File: config.mk
export PLATFORM = sky130hd
export DESIGN_NAME = rxring_dma_writer
export DESIGN_NICKNAME = d
export VERILOG_FILES = /design/src/rtl/rxr_pkg.sv /design/src/rtl/rxr_regs.sv /design/src/rtl/rxr_packer.sv /design/src/rtl/rxr_engine.sv /design/src/rtl/rxring_dma_writer.sv
export SDC_FILE = /design/constraint.sdc
export NUM_CORES = 1
export LEC_CHECK = 0
export BUFFER_PORTS_ARGS = -buffer_cell sky130_fd_sc_hd__buf_2
export CAP_MARGIN = 20
export CORE_UTILIZATION = 55
export DETAILED_ROUTE_END_ITERATION = 10
export GPL_TIMING_DRIVEN = 0
export HOLD_SLACK_MARGIN = 0.05
export PLACE_DENSITY = 0.86
export SLEW_MARGIN = 20
export SYNTH_ARGS = -nofsm -noshare
export SYNTH_HDL_FRONTEND = slang
export SYNTH_SLANG_ARGS = --single-unit
File: constraint.sdc
create_clock -name clk -period 5.2 [get_ports clk]
set_clock_uncertainty 0.15 [all_clocks]
set_input_delay 0.26 -clock clk [delete_from_list [all_inputs] [get_ports clk]]
set_output_delay 0.26 -clock clk [all_outputs]
set_load 0.01 [all_outputs]
File: src/rtl/rxr_pkg.sv
package rxr_pkg;
   localparam int OWN_BIT    = 31;
   localparam int WRAP_BIT   = 30;
   localparam int CONT_BIT   = 27;
   localparam int DESC_BYTES = 8;
   localparam int LANES      = 4;
   localparam int LANE_W     = 2;
   localparam int RING_OFS   = 4;
   localparam int CUR_OFS    = 8;

   typedef enum logic [3:0] {
      ST_IDLE, ST_RD_CTRL, ST_RD_BUF, ST_FILL, ST_WR_DATA,
      ST_RD_NEXT, ST_WR_STAT, ST_WR_FIRST, ST_DRAIN
   } rxr_state_e;
endpackage

File: src/rtl/rxr_regs.sv
module rxr_regs
   import rxr_pkg::*;
#(
   parameter int ADDR_W = 32,
   parameter int REG_AW = 4
) (
   input  logic              clk,
   input  logic              rst_n,
   input  logic [REG_AW-1:0] reg_addr,
   input  logic              reg_wr,
   input  logic [ADDR_W-1:0] reg_wdata,
   output logic [ADDR_W-1:0] reg_rdata,
   input  logic              adv_en,
   input  logic [ADDR_W-1:0] adv_ptr,
   output logic [ADDR_W-1:0] ring_start,
   output logic [ADDR_W-1:0] cur_ptr
);
   logic              hit_ring, hit_cur;
   logic [ADDR_W-1:0] wr_aligned;
   logic              unused_low;

   assign hit_ring   = (reg_addr == REG_AW'(RING_OFS));
   assign hit_cur    = (reg_addr == REG_AW'(CUR_OFS));
   assign wr_aligned = {reg_wdata[ADDR_W-1:3], 3'b000};
   assign unused_low = ^reg_wdata[2:0];

   always_ff @(posedge clk or negedge rst_n) begin
      if (!rst_n) begin
         ring_start <= '0;
         cur_ptr    <= '0;
      end else begin
         if (reg_wr && hit_ring) ring_start <= wr_aligned;
         if (reg_wr && hit_cur)  cur_ptr    <= wr_aligned;
         else if (adv_en)        cur_ptr    <= adv_ptr;
      end
   end

   always_comb begin
      reg_rdata = '0;
      if (hit_ring)     reg_rdata = ring_start;
      else if (hit_cur) reg_rdata = cur_ptr;
   end
endmodule

File: src/rtl/rxr_packer.sv
module rxr_packer
   import rxr_pkg::*;
(
   input  logic              clk,
   input  logic              rst_n,
   input  logic              clr,
   input  logic              push,
   input  logic [7:0]        din,
   output logic [LANE_W-1:0] lane_o,
   output logic [31:0]       word_o,
   output logic [LANES-1:0]  be_o
);
   logic [LANE_W-1:0] lane_q;

   always_ff @(posedge clk or negedge rst_n) begin
      if (!rst_n)    lane_q <= '0;
      else if (clr)  lane_q <= '0;
      else if (push) lane_q <= lane_q + 1'b1;
   end
   assign lane_o = lane_q;

   for (genvar g = 0; g < LANES; g++) begin : g_lane
      logic [7:0] b_q;
      logic       v_q;
      always_ff @(posedge clk or negedge rst_n) begin
         if (!rst_n) begin
            b_q <= '0;
            v_q <= 1'b0;
         end else if (clr) begin
            b_q <= '0;
            v_q <= 1'b0;
         end else if (push && lane_q == LANE_W'(g)) begin
            b_q <= din;
            v_q <= 1'b1;
         end
      end
      assign word_o[g*8 +: 8] = b_q;
      assign be_o[g]          = v_q;
   end
endmodule

File: src/rtl/rxr_engine.sv
module rxr_engine
   import rxr_pkg::*;
#(
   parameter int ADDR_W  = 32,
   parameter int LEN_W   = 13,
   parameter int MAX_PKT = 8192
) (
   input  logic              clk,
   input  logic              rst_n,
   input  logic [ADDR_W-1:0] ring_start,
   input  logic [ADDR_W-1:0] cur_ptr,
   output logic              adv_en,
   output logic [ADDR_W-1:0] adv_ptr,
   input  logic              pkt_valid,
   input  logic              pkt_sop,
   input  logic              pkt_eop,
   output logic              pkt_ready,
   output logic              pk_push,
   output logic              pk_clr,
   input  logic [LANE_W-1:0] pk_lane,
   input  logic [31:0]       pk_word,
   input  logic [LANES-1:0]  pk_be,
   output logic              mem_req,
   output logic              mem_we,
   output logic [ADDR_W-1:0] mem_addr,
   output logic [31:0]       mem_wdata,
   output logic [3:0]        mem_be,
   input  logic              mem_ready,
   input  logic [31:0]       mem_rdata,
   output logic              irq
);
   localparam int          TOT_W     = $clog2(MAX_PKT + 1);
   localparam logic [31:0] CONT_FLAG = 32'd1 << CONT_BIT;

   rxr_state_e        state_q;
   logic              wrap_q, nwrap_q;
   logic [LEN_W-1:0]  len_q, nlen_q, copied_q, cp_inc, last_idx;
   logic [TOT_W-1:0]  total_q, tot_inc;
   logic [ADDR_W-1:0] buf_q, first_addr_q, next_addr, data_addr;
   logic [31:0]       stat_q, first_stat_q;
   logic              first_q, done_q, eop_q, stop_q, dend_q, irq_q;
   logic              accept, go, fin_byte, full_byte, stat_done;
   logic              unused_buf;

   assign accept    = pkt_valid && pkt_ready;
   assign go        = mem_req && mem_ready;
   assign cp_inc    = copied_q + 1'b1;
   assign tot_inc   = total_q + 1'b1;
   assign fin_byte  = pkt_eop || (tot_inc == TOT_W'(MAX_PKT));
   assign full_byte = (cp_inc == len_q);
   assign last_idx  = copied_q - 1'b1;
   assign next_addr = wrap_q ? ring_start : cur_ptr + ADDR_W'(DESC_BYTES);
   assign data_addr = {buf_q[ADDR_W-1:2], 2'b00}
                    + ADDR_W'({last_idx[LEN_W-1:2], 2'b00});
   assign stat_done = (state_q == ST_WR_STAT) && (first_q || mem_ready);
   assign unused_buf = ^buf_q[1:0];
   assign irq       = irq_q;

   always_comb begin
      mem_req = 1'b0; mem_we = 1'b0; mem_addr = '0; mem_wdata = '0;
      mem_be = 4'hF; pkt_ready = 1'b0; pk_push = 1'b0;
      pk_clr = 1'b0; adv_en = 1'b0; adv_ptr = next_addr;
      case (state_q)
         ST_IDLE:     pkt_ready = !pkt_sop;
         ST_RD_CTRL:  begin mem_req = 1'b1; mem_addr = cur_ptr; end
         ST_RD_BUF:   begin
            mem_req = 1'b1; mem_addr = cur_ptr + ADDR_W'(4); pk_clr = 1'b1;
         end
         ST_FILL:     begin pkt_ready = 1'b1; pk_push = accept; end
         ST_WR_DATA:  begin
            mem_req = 1'b1; mem_we = 1'b1; mem_addr = data_addr;
            mem_wdata = pk_word; mem_be = pk_be; pk_clr = mem_ready;
         end
         ST_RD_NEXT:  begin mem_req = 1'b1; mem_addr = next_addr; end
         ST_WR_STAT:  begin
            mem_req = !first_q; mem_we = 1'b1; mem_addr = cur_ptr;
            mem_wdata = stat_q; adv_en = stat_done;
         end
         ST_WR_FIRST: begin
            mem_req = 1'b1; mem_we = 1'b1; mem_addr = first_addr_q;
            mem_wdata = first_stat_q;
         end
         ST_DRAIN:    pkt_ready = 1'b1;
         default:     ;
      endcase
   end

   always_ff @(posedge clk or negedge rst_n) begin
      if (!rst_n) begin
         state_q <= ST_IDLE; wrap_q <= 1'b0; nwrap_q <= 1'b0;
         len_q <= '0; nlen_q <= '0; copied_q <= '0; total_q <= '0;
         buf_q <= '0; first_addr_q <= '0; stat_q <= '0; first_stat_q <= '0;
         first_q <= 1'b0; done_q <= 1'b0; eop_q <= 1'b0; stop_q <= 1'b0;
         dend_q <= 1'b0; irq_q <= 1'b0;
      end else begin
         irq_q <= 1'b0;
         case (state_q)
            ST_IDLE: if (pkt_valid && pkt_sop) begin
               first_q <= 1'b1; first_addr_q <= cur_ptr; total_q <= '0;
               copied_q <= '0; done_q <= 1'b0; eop_q <= 1'b0; stop_q <= 1'b0;
               state_q <= (ring_start == '0) ? ST_DRAIN : ST_RD_CTRL;
            end
            ST_RD_CTRL: if (go) begin
               wrap_q  <= mem_rdata[WRAP_BIT];
               len_q   <= mem_rdata[LEN_W-1:0];
               state_q <= mem_rdata[OWN_BIT] ? ST_RD_BUF : ST_DRAIN;
            end
            ST_RD_BUF: if (go) begin
               buf_q    <= mem_rdata[ADDR_W-1:0];
               copied_q <= '0;
               state_q  <= (len_q == '0) ? ST_RD_NEXT : ST_FILL;
            end
            ST_FILL: if (accept) begin
               copied_q <= cp_inc; total_q <= tot_inc; eop_q <= pkt_eop;
               done_q <= fin_byte; dend_q <= fin_byte || full_byte;
               if (pk_lane == LANE_W'(LANES - 1) || fin_byte || full_byte)
                  state_q <= ST_WR_DATA;
            end
            ST_WR_DATA: if (go) begin
               if (!dend_q) state_q <= ST_FILL;
               else if (done_q) begin
                  stat_q  <= 32'(copied_q) + 32'd4;
                  state_q <= ST_WR_STAT;
               end else state_q <= ST_RD_NEXT;
            end
            ST_RD_NEXT: if (go) begin
               nwrap_q <= mem_rdata[WRAP_BIT];
               nlen_q  <= mem_rdata[LEN_W-1:0];
               if (mem_rdata[OWN_BIT]) stat_q <= CONT_FLAG | 32'(copied_q);
               else begin
                  stat_q <= 32'(copied_q);
                  stop_q <= 1'b1;
               end
               state_q <= ST_WR_STAT;
            end
            ST_WR_STAT: if (stat_done) begin
               first_q <= 1'b0;
               if (first_q) first_stat_q <= stat_q;
               if (done_q || stop_q) state_q <= ST_WR_FIRST;
               else begin
                  wrap_q <= nwrap_q; len_q <= nlen_q; state_q <= ST_RD_BUF;
               end
            end
            ST_WR_FIRST: if (go) begin
               irq_q   <= 1'b1;
               state_q <= eop_q ? ST_IDLE : ST_DRAIN;
            end
            ST_DRAIN: if (accept && pkt_eop) state_q <= ST_IDLE;
            default: state_q <= ST_IDLE;
         endcase
      end
   end

   // completion interrupt lasts exactly one cycle
   assert_irq_pulse_R9: assert property (@(posedge clk) disable iff (!rst_n)
      irq |=> !irq);
   // a stalled request keeps its direction and data
   assert_mem_hold_R12: assert property (@(posedge clk) disable iff (!rst_n)
      mem_req && !mem_ready |=> mem_req && $stable(mem_we) && $stable(mem_wdata));
   // word-aligned addresses only
   assert_word_align_R12: assert property (@(posedge clk) disable iff (!rst_n)
      mem_req |-> mem_addr[1:0] == 2'b00);
   // never copy past the buffer length
   assert_copy_bound_R4: assert property (@(posedge clk) disable iff (!rst_n)
      state_q == ST_FILL |-> copied_q < len_q);
   // stored byte count stays under the limit while filling
   assert_trunc_R10: assert property (@(posedge clk) disable iff (!rst_n)
      state_q == ST_FILL |-> total_q < TOT_W'(MAX_PKT));
endmodule

File: src/rtl/rxring_dma_writer.sv
module rxring_dma_writer
   import rxr_pkg::*;
#(
   parameter int ADDR_W  = 32,
   parameter int REG_AW  = 4,
   parameter int LEN_W   = 13,
   parameter int MAX_PKT = 8192
) (
   input  logic              clk,
   input  logic              rst_n,
   input  logic [REG_AW-1:0] reg_addr,
   input  logic              reg_wr,
   input  logic [ADDR_W-1:0] reg_wdata,
   output logic [ADDR_W-1:0] reg_rdata,
   input  logic              pkt_valid,
   input  logic              pkt_sop,
   input  logic              pkt_eop,
   input  logic [7:0]        pkt_data,
   output logic              pkt_ready,
   output logic              mem_req,
   output logic              mem_we,
   output logic [ADDR_W-1:0] mem_addr,
   output logic [31:0]       mem_wdata,
   output logic [3:0]        mem_be,
   input  logic              mem_ready,
   input  logic [31:0]       mem_rdata,
   output logic              irq
);
   if (LEN_W < 2 || LEN_W > CONT_BIT) begin : g_bad_len
      initial $error("LEN_W must lie between 2 and the continue flag position");
   end
   if (ADDR_W < 8 || ADDR_W > 32) begin : g_bad_addr
      initial $error("ADDR_W must lie between 8 and 32");
   end
   if (MAX_PKT < 1) begin : g_bad_max
      initial $error("MAX_PKT must be positive");
   end

   logic [ADDR_W-1:0] ring_start, cur_ptr, adv_ptr;
   logic              adv_en, pk_push, pk_clr;
   logic [LANE_W-1:0] pk_lane;
   logic [31:0]       pk_word;
   logic [LANES-1:0]  pk_be;

   rxr_regs #(.ADDR_W(ADDR_W), .REG_AW(REG_AW)) u_regs (
      .clk, .rst_n, .reg_addr, .reg_wr, .reg_wdata, .reg_rdata,
      .adv_en, .adv_ptr, .ring_start, .cur_ptr);

   rxr_packer u_pack (
      .clk, .rst_n, .clr(pk_clr), .push(pk_push), .din(pkt_data),
      .lane_o(pk_lane), .word_o(pk_word), .be_o(pk_be));

   rxr_engine #(.ADDR_W(ADDR_W), .LEN_W(LEN_W), .MAX_PKT(MAX_PKT)) u_eng (
      .clk, .rst_n, .ring_start, .cur_ptr, .adv_en, .adv_ptr,
      .pkt_valid, .pkt_sop, .pkt_eop, .pkt_ready,
      .pk_push, .pk_clr, .pk_lane, .pk_word, .pk_be,
      .mem_req, .mem_we, .mem_addr, .mem_wdata, .mem_be, .mem_ready,
      .mem_rdata, .irq);
endmodule

==> flow_summary.yaml, run 1 <==
drt:
  drt-total-wl_um: 53800
  drtPass1Iterations: 6
  drt-initial-drc-count: 2376
  ant_nets: 0
  drc: 0
  wire_per_inst_um: 21.8
  vias: 15800
  vias_per_cell: 6.42
timing:
  hold_violations: 0
  fin_crit_sh_pct: 97.5
  fin_crit_ns: 5.07
  worst_pin_slew_ns: 1.00
  setup-violations-final: 0
  fin_tns_setup_ns: 0
  maxSlewHeadroom_pct: 32.9
  setup_ws_ns: 0.128
  holdWs_ns: 0.0578
  max_freq_ghz: 0.197
  maxSlewViolCount: 0
  rsz0062_at_grt: "yes"
worst_setup_path:
  cp_max_fo: 7
  critPathCaptureType: "output pin"
  cp_top_family: "compound AO/OA/AOI/OAI gates"
  slowest_stage: "ha_1"
  critPathKind: "register to output pin"
  worstPathArrival_ns: 4.66
  r2r_cells: 10
  worstPathRequired_ns: 4.79
  crit_buf_inv: 6
  cp-start-kind: "register"
  path_depth: 19
  path_cells: "buf_2 -> inv_1 -> ha_1 -> inv_1 -> o21ai_1 -> or3_1 -> clkbuf_1 -> o31ai_1 -> o21ai_0 -> ha_1 -> nand2_1 -> a211oi_1 -> nor2_1 -> a31oi_4 -> buf_4 -> nand3_1 -> xor2_1 -> o211ai_1 -> buf_2"
  crit_path_max_incr_delay_ns: 0.40
synth:
  synth-compound-area-share_pct: 18.3
  synth.largest_area_cell: "dfrtp_1"
  syn_avg_cell_area_um2: 8.90
  synthDistinctLibCells: 77
  ys_seq_elements: 256
  yosys-top-cells-area: "dfrtp_1 (41%), mux2_2 (9.0%), nand2_1 (4.9%)"
  synth_top_family_by_area: "compound AO/OA/AOI/OAI gates"
  yosys.area_share.adder_pct: 2.19
  synth_edf_count: 0
  yosys_warnings: 0
  synth-xor-area-share_pct: 4.67
  yosys.area.top_type_share_pct: 40.6
  synth_cells: 1771
  synth_flop_cell: "dfrtp_1"
  syn_nets: 1881
  seq_area_frac_synth_pct: 40.6
  syn_area_mm2: 0.0158
  synth_mux_area_share_pct: 12.2
  yosys.area_share.simple_pct: 17.7
  async_flop_share_pct: 100
power_and_ir_drop:
  p_leak_nw: 8.24
  clockPowerShare_pct: 19.4
  p_per_area_mw_per_mm2: 579
  power_mw: 11.0
  switching_share_pct: 45.5
  power_frac_comb_pct: 51.3
  p_int_mw: 5.99
  ir_worst_vdd_mv: 0.419
  p_sw_mw: 5.01
  p_seq_share_pct: 29.2
global_routing:
  grt_max_degree: 81
  grt_usage_pct: 36.6
  grtUsageMet3_pct: 6.97
  use_met1_pct: 50.6
  grt_pass1_vias: 15100
  grt_pass1_wl_um: 82800
  antenna_found_initial: 0
  met2_usage_pct: 56.9
  overflow: 0
  gr-max-usage-layer: "met2"
outcome:
  outcome: "completed"
cts:
  root_buffer: "clkbuf_16"
  clk_latency_ns: 0.57
  cts_made_buffers: 29
  cts_tree: "done"
  clk_pin_slew_ns: 0.06
  cts_sinks: 256
  ctsHtreeMaxLevel: 1
  cts_buffer_depth: 3
layout:
  fill_cells: 2179
  diodes: 0
  synthToLayoutAreaGrowth_pct: 20.6
  layout-drive-gt1-share_pct: 19.6
  most-common-layout-cells: "dfrtp_1 (255), nand2_1 (206), buf_2 (201)"
  layout_commonest_cell: "dfrtp_1"
  finalInstanceArea_mm2: 0.0190
  fin_nets: 2173
floorplan:
  initial_core_util_pct: 56.3
  dieArea_mm2: 0.0293
  rows: 61
  num_io_pins: 187
  coreArea_mm2: 0.0280
  die_x_um: 171
  die_h_um: 171
placement:
  place.gp.congestion: 1.01
  io_buffers: 183
  pre_cts_slack_ns: 0.222
  dp_hpwl_um: 38800
  dpl_cell_area_mm2: 0.0173
min_path:
  holdCritPathClass: "primary input to asynchronous set/reset pin"
job:
  cap_violations: 0
## layout make-up
class                           instances  area [um2]  area share, %
Buffer                                145         574           3.02
Clock buffer                           37         756           3.98
Clock inverter                         15         214           1.13
Inverter                               23        86.3          0.454
Multi-Input combinational cell       1346        8740           46.0
Sequential cell                       256        6410           33.7
Tap cell                              378         473           2.49
Timing Repair Buffer                  262        1760           9.25
## repair_timing
item	4_1_cts	5_1_grt
endpoints found under the hold margin	266	0
hold buffers	72	0
pin swaps	1	1
endpoints found under the setup margin	11	19
resized for setup	3	8
setup buffers	3	0
## metrics by stage
stage / util (%) / cells
floorplan: - / 1771
global placement: 61.2 / 2332
detailed placement: 61.6 / 2336
CTS: 67.8 / 2462
global route: 67.9 / 2462
finish: 67.9 / 2462
## routing by layer
metal | routed length (um) | vias to the layer above
met3 | 5830 | 153
li1 | - | 6970
met1 | 21900 | 7672
met2 | 23900 | 1022
met5 | 0 | -
met4 | 2070 | 0
## Yosys cell counts (all sizes together), types with 4 or more instances
| cell | count |
|---|---|
| nor4 | 16 |
| dfrtp | 256 |
| a32oi | 6 |
| xnor2 | 40 |
| ha | 26 |
| mux2i | 50 |
| and4 | 5 |
| or4 | 4 |
| o221ai | 8 |
| a221oi | 15 |
| and2 | 15 |
| o211ai | 11 |
| nor3 | 25 |
| nor2 | 155 |
| or2 | 7 |
| a21oi | 128 |
| clkbuf | 104 |
| o31ai | 16 |
| a21o | 9 |
| nor2b | 4 |
| buf | 42 |
| and3 | 33 |
| nand4 | 24 |
| or3 | 10 |
| o41ai | 8 |
| o22ai | 6 |
| a31oi | 18 |
| nand2b | 8 |
| nand3 | 74 |
| mux2 | 127 |
| inv | 22 |
| xor2 | 44 |
| a22oi | 9 |
| a22o | 34 |
| o311ai | 4 |
| o21ai | 159 |
| nand2 | 207 |
## sequential cells by signal, indices dropped and copies added (netlist names), 13 cells and up
register	flops
u_pack.g_lane.b_q	32
u_eng.copied_q	13
u_eng.first_stat_q	15
u_eng.first_addr_q	32
u_eng.nlen_q	13
u_regs.ring_start	29
u_eng.buf_q	30
u_eng.stat_q	15
u_eng.len_q	13
u_eng.total_q	14
u_regs.cur_ptr	32
## power by group through the flow
stage	Sequential (mW)	Combinational, mW	Clock (mW)
3_3_place_gp	3.17	5.09	0
2_1_floorplan	3.01	3.64	0
4_1_cts	3.18	5.42	2.13
5_1_grt	3.28	6.02	2.22
6_report	3.22	5.65	2.14
3_5_place_dp	3.21	5.23	0
## final timing paths
path / endpoint / from / slack, ns
worst max-delay path: mem_addr[31] / u_eng.copied_q[3] / 0.13
worst min-delay path: u_regs.ring_start[4] / rst_n / 0.06
worst max register to register: u_regs.cur_ptr[9] / u_eng.state_q[3] / 1.62
worst min register to register: u_pack.g_lane[1].v_q / u_pack.g_lane[1].v_q / 0.34
max in group asynchronous: u_eng.done_q / rst_n / 3.38
min in group clk: u_eng.irq / mem_ready / 0.19
## cells by family after synthesis
| logic type | count (synthesis) |
|---|---|
| AND/OR/NAND/NOR | 595 |
| multiplexers | 177 |
| XOR/XNOR | 84 |
| adder cells (fa/ha/maj) | 27 |
| flip-flops | 256 |
| buffers and inverters | 169 |
| AO/OA/AOI/OAI | 463 |
Note: power is estimated with default switching activity, not from simulation.
==> run 2: changes to the inputs <==
--- a/config.mk
+++ b/config.mk
@@ -5,8 +5,10 @@
 export SDC_FILE = /design/constraint.sdc
 export NUM_CORES = 1
 export LEC_CHECK = 0
+export ABC_AREA = 1
 export BUFFER_PORTS_ARGS = -buffer_cell sky130_fd_sc_hd__buf_2
 export CAP_MARGIN = 20
+export CORE_MARGIN = 2
 export CORE_UTILIZATION = 55
 export DETAILED_ROUTE_END_ITERATION = 10
 export GPL_TIMING_DRIVEN = 0
==> run 2 against run 1 <==
  * Sequential cell count did not move
  * Critical endpoint is now mem_addr[16]
  * Final cell count increased by 17%
  * Via count increased by 9.9%
  * Synthesized cell count grew 23%
  * Wire length grew 14%
  * Sequential share of layout area up 0.23 points
  * Clock power increased by 11%
  * Register-to-register slack improved by 0.43 ns
==> flow_summary.yaml, run 2 <==
floorplan:
  die_x_um: 172
  num_io_pins: 187
  coreArea_mm2: 0.0278
  dieArea_mm2: 0.0296
  initial_core_util_pct: 56.0
  rows: 61
  die_h_um: 172
power_and_ir_drop:
  p_leak_nw: 9.03
  power_mw: 10.5
  ir_worst_vdd_mv: 0.374
  p_per_area_mw_per_mm2: 558
global_routing:
  antenna_found_initial: 2
  grt_usage_pct: 41.4
  met2_usage_pct: 68.6
  grt_pass1_vias: 16600
  grtUsageMet3_pct: 9.13
  use_met1_pct: 51.7
  gr-max-usage-layer: "met2"
  overflow: 0
  grt_max_degree: 99
  grt_pass1_wl_um: 93100
synth:
  yosys-top-cells-area: "dfrtp_1 (41%), nand2_1 (15%), o21ai_0 (8.4%)"
  yosys_warnings: 0
  synthMostInstantiatedCell: "nand2_1"
  syn_area_mm2: 0.0156
  yosys.area.top_type_share_pct: 41.2
  seq_area_frac_synth_pct: 41.2
  async_flop_share_pct: 100
  synth_edf_count: 0
  synth_flop_cell: "dfrtp_1"
  ys_seq_elements: 256
  syn_avg_cell_area_um2: 7.12
  synth_common_cells: "nand2_1 (639), o21ai_0 (262), dfrtp_1 (256)"
  synth.largest_area_cell: "dfrtp_1"
  syn_nets: 2296
  synth_cells: 2186
  synthDistinctLibCells: 50
placement:
  pre_cts_slack_ns: 0.486
  dp_hpwl_um: 45600
  io_buffers: 183
  place.gp.congestion: 1.04
  dp.cells: 2749
  dpl_cell_area_mm2: 0.0170
timing:
  maxSlewViolCount: 0
  maxSlewHeadroom_pct: 31.0
  rsz0062_at_grt: "no"
  max_freq_ghz: 0.201
  fin_crit_ns: 4.98
  holdWs_ns: 0.113
  hold_violations: 0
  fin_tns_setup_ns: 0
  fin_crit_sh_pct: 95.9
  setup_ws_ns: 0.216
  worst_pin_slew_ns: 1.03
  setup-violations-final: 0
layout:
  ff_latch_area_mm2: 0.00641
  post-route-util_pct: 68.0
  reg.largest.list: "u_eng.first_addr_q (32), u_pack.g_lane.b_q (32), u_regs.cur_ptr (32)"
  fin_nets: 2586
  fill_cells: 2408
  multi_input_area_mm2: 0.00776
  fin_cells: 2879
  layout_commonest_cell: "nand2_1"
  synthToLayoutAreaGrowth_pct: 21.3
  most-common-layout-cells: "nand2_1 (638), o21ai_0 (259), dfrtp_1 (256)"
  layout-drive-gt1-share_pct: 11.9
  finalInstanceArea_mm2: 0.0189
cts:
  cts_sinks: 256
  clk_latency_ns: 0.58
  ctsHtreeMaxLevel: 1
  cts_made_buffers: 30
  clk_pin_slew_ns: 0.06
  cts_buffer_depth: 3
  cts_tree: "done"
  root_buffer: "clkbuf_16"
drt:
  wire_per_inst_um: 21.3
  vias_per_cell: 6.04
  vias: 17400
  drt-initial-drc-count: 2164
  drc: 0
  drt-total-wl_um: 61400
  drtPass1Iterations: 7
  ant_nets: 0
worst_setup_path:
  crit_buf_inv: 3
  cp-start-kind: "register"
  worstPathRequired_ns: 4.79
  slowest_stage: "o21ai_0"
  cpMostUsedCell: "nand2_1"
  cp_max_fo: 7
  worstPathArrival_ns: 4.57
  critPathKind: "register to output pin"
  cp_top_family: "simple AND/OR/NAND/NOR gates"
  path_cells: "buf_2 -> inv_1 -> ha_1 -> a21boi_2 -> nand3_1 -> nor3_2 -> nand2_1 -> nor3_1 -> xor2_1 -> ha_1 -> nand2_1 -> nor2_1 -> a21oi_1 -> nand2_1 -> o21ai_0 -> o2111ai_1 -> buf_2"
  crit_path_max_incr_delay_ns: 0.46
  critPathCaptureType: "output pin"
min_path:
  holdCritPathClass: "primary input to asynchronous set/reset pin"
outcome:
  outcome: "completed"
job:
  cap_violations: 0
==> run 2: changes by cell type after synthesis, sizes merged, moves of 30 or more <==
cell,change
inv,+235
mux2i,-50
a21oi,-68
o211ai,+30
nand3,+69
nand2,+436
xnor2,-40
mux2,-127
clkbuf,-32
and3,-32
a22o,-33
o21ai,+105
==> run 2: path summary, 6_finish.rpt <==
check / startpoint / endpoint / slack, ns / depth (start not counted)
max: u_eng.copied_q[2] / mem_addr[16] / 0.22 / 17
min: rst_n / u_eng.total_q[8] / 0.11 / 2
max reg2reg: u_eng.state_q[2] / u_pack.g_lane[3].v_q / 2.05 / 9
min reg2reg: u_eng.first_stat_q[2] / u_eng.first_stat_q[2] / 0.33 / 2
max in group asynchronous: rst_n / u_eng.first_stat_q[10] / 3.83 / 3
min in group clk: pkt_sop / u_eng.stop_q / 0.12 / 6
==> run 2: timing repair <==
| action | 4_1_cts | 5_1_grt |
|---|---|---|
| endpoints found under the hold margin | 232 | 0 |
| hold buffers | 73 | 0 |
| setup endpoints to repair | 3 | 11 |
| buffers inserted | 0 | 0 |
| gates resized for setup | 2 | 7 |
==> run 2: cell type report <==
cell class | instances | share of cell area (%)
inverters | 261 | 5.19
plain buffers | 102 | 2.29
clock inverters | 18 | 1.49
repair buffers | 258 | 9.07
flip-flops and latches | 256 | 33.9
multi-input cells | 1567 | 41.1
diodes | 1 | 0.0133
well taps | 378 | 2.51
clock buffers | 38 | 4.40
==> run 2: report_power, final <==
group / switching, mW / internal [mW]
registers: 0.577 / 2.75
logic: 3.31 / 1.52
clock network: 0.933 / 1.44
total: 4.82 / 5.71
==> run 2: metal layers <==
layer | vias to the layer above | wire [um] | part of all wire, %
met5 | - | 0 | 0
li1 | 7829 | - | -
met4 | 0 | 3130 | 5.1
met2 | 1163 | 28500 | 46
met3 | 215 | 6470 | 11
met1 | 8179 | 23300 | 38
==> run 2: kinds of logic after synthesis <==
logic type | share of synthesized area, %
simple gates | 27.6
fa+ha+maj | 2.22
compound gates | 18.2
xor+xnor | 1.75
buf+inv | 9.07
flops | 41.2
==> run 2: worst register-to-register path: cells and delay by family, from the launching register on <==
family          cells  cell delay [ns]
compound gates      1             0.18
buf+inv             4             1.36
flops               1             0.42
simple gates        4             0.96
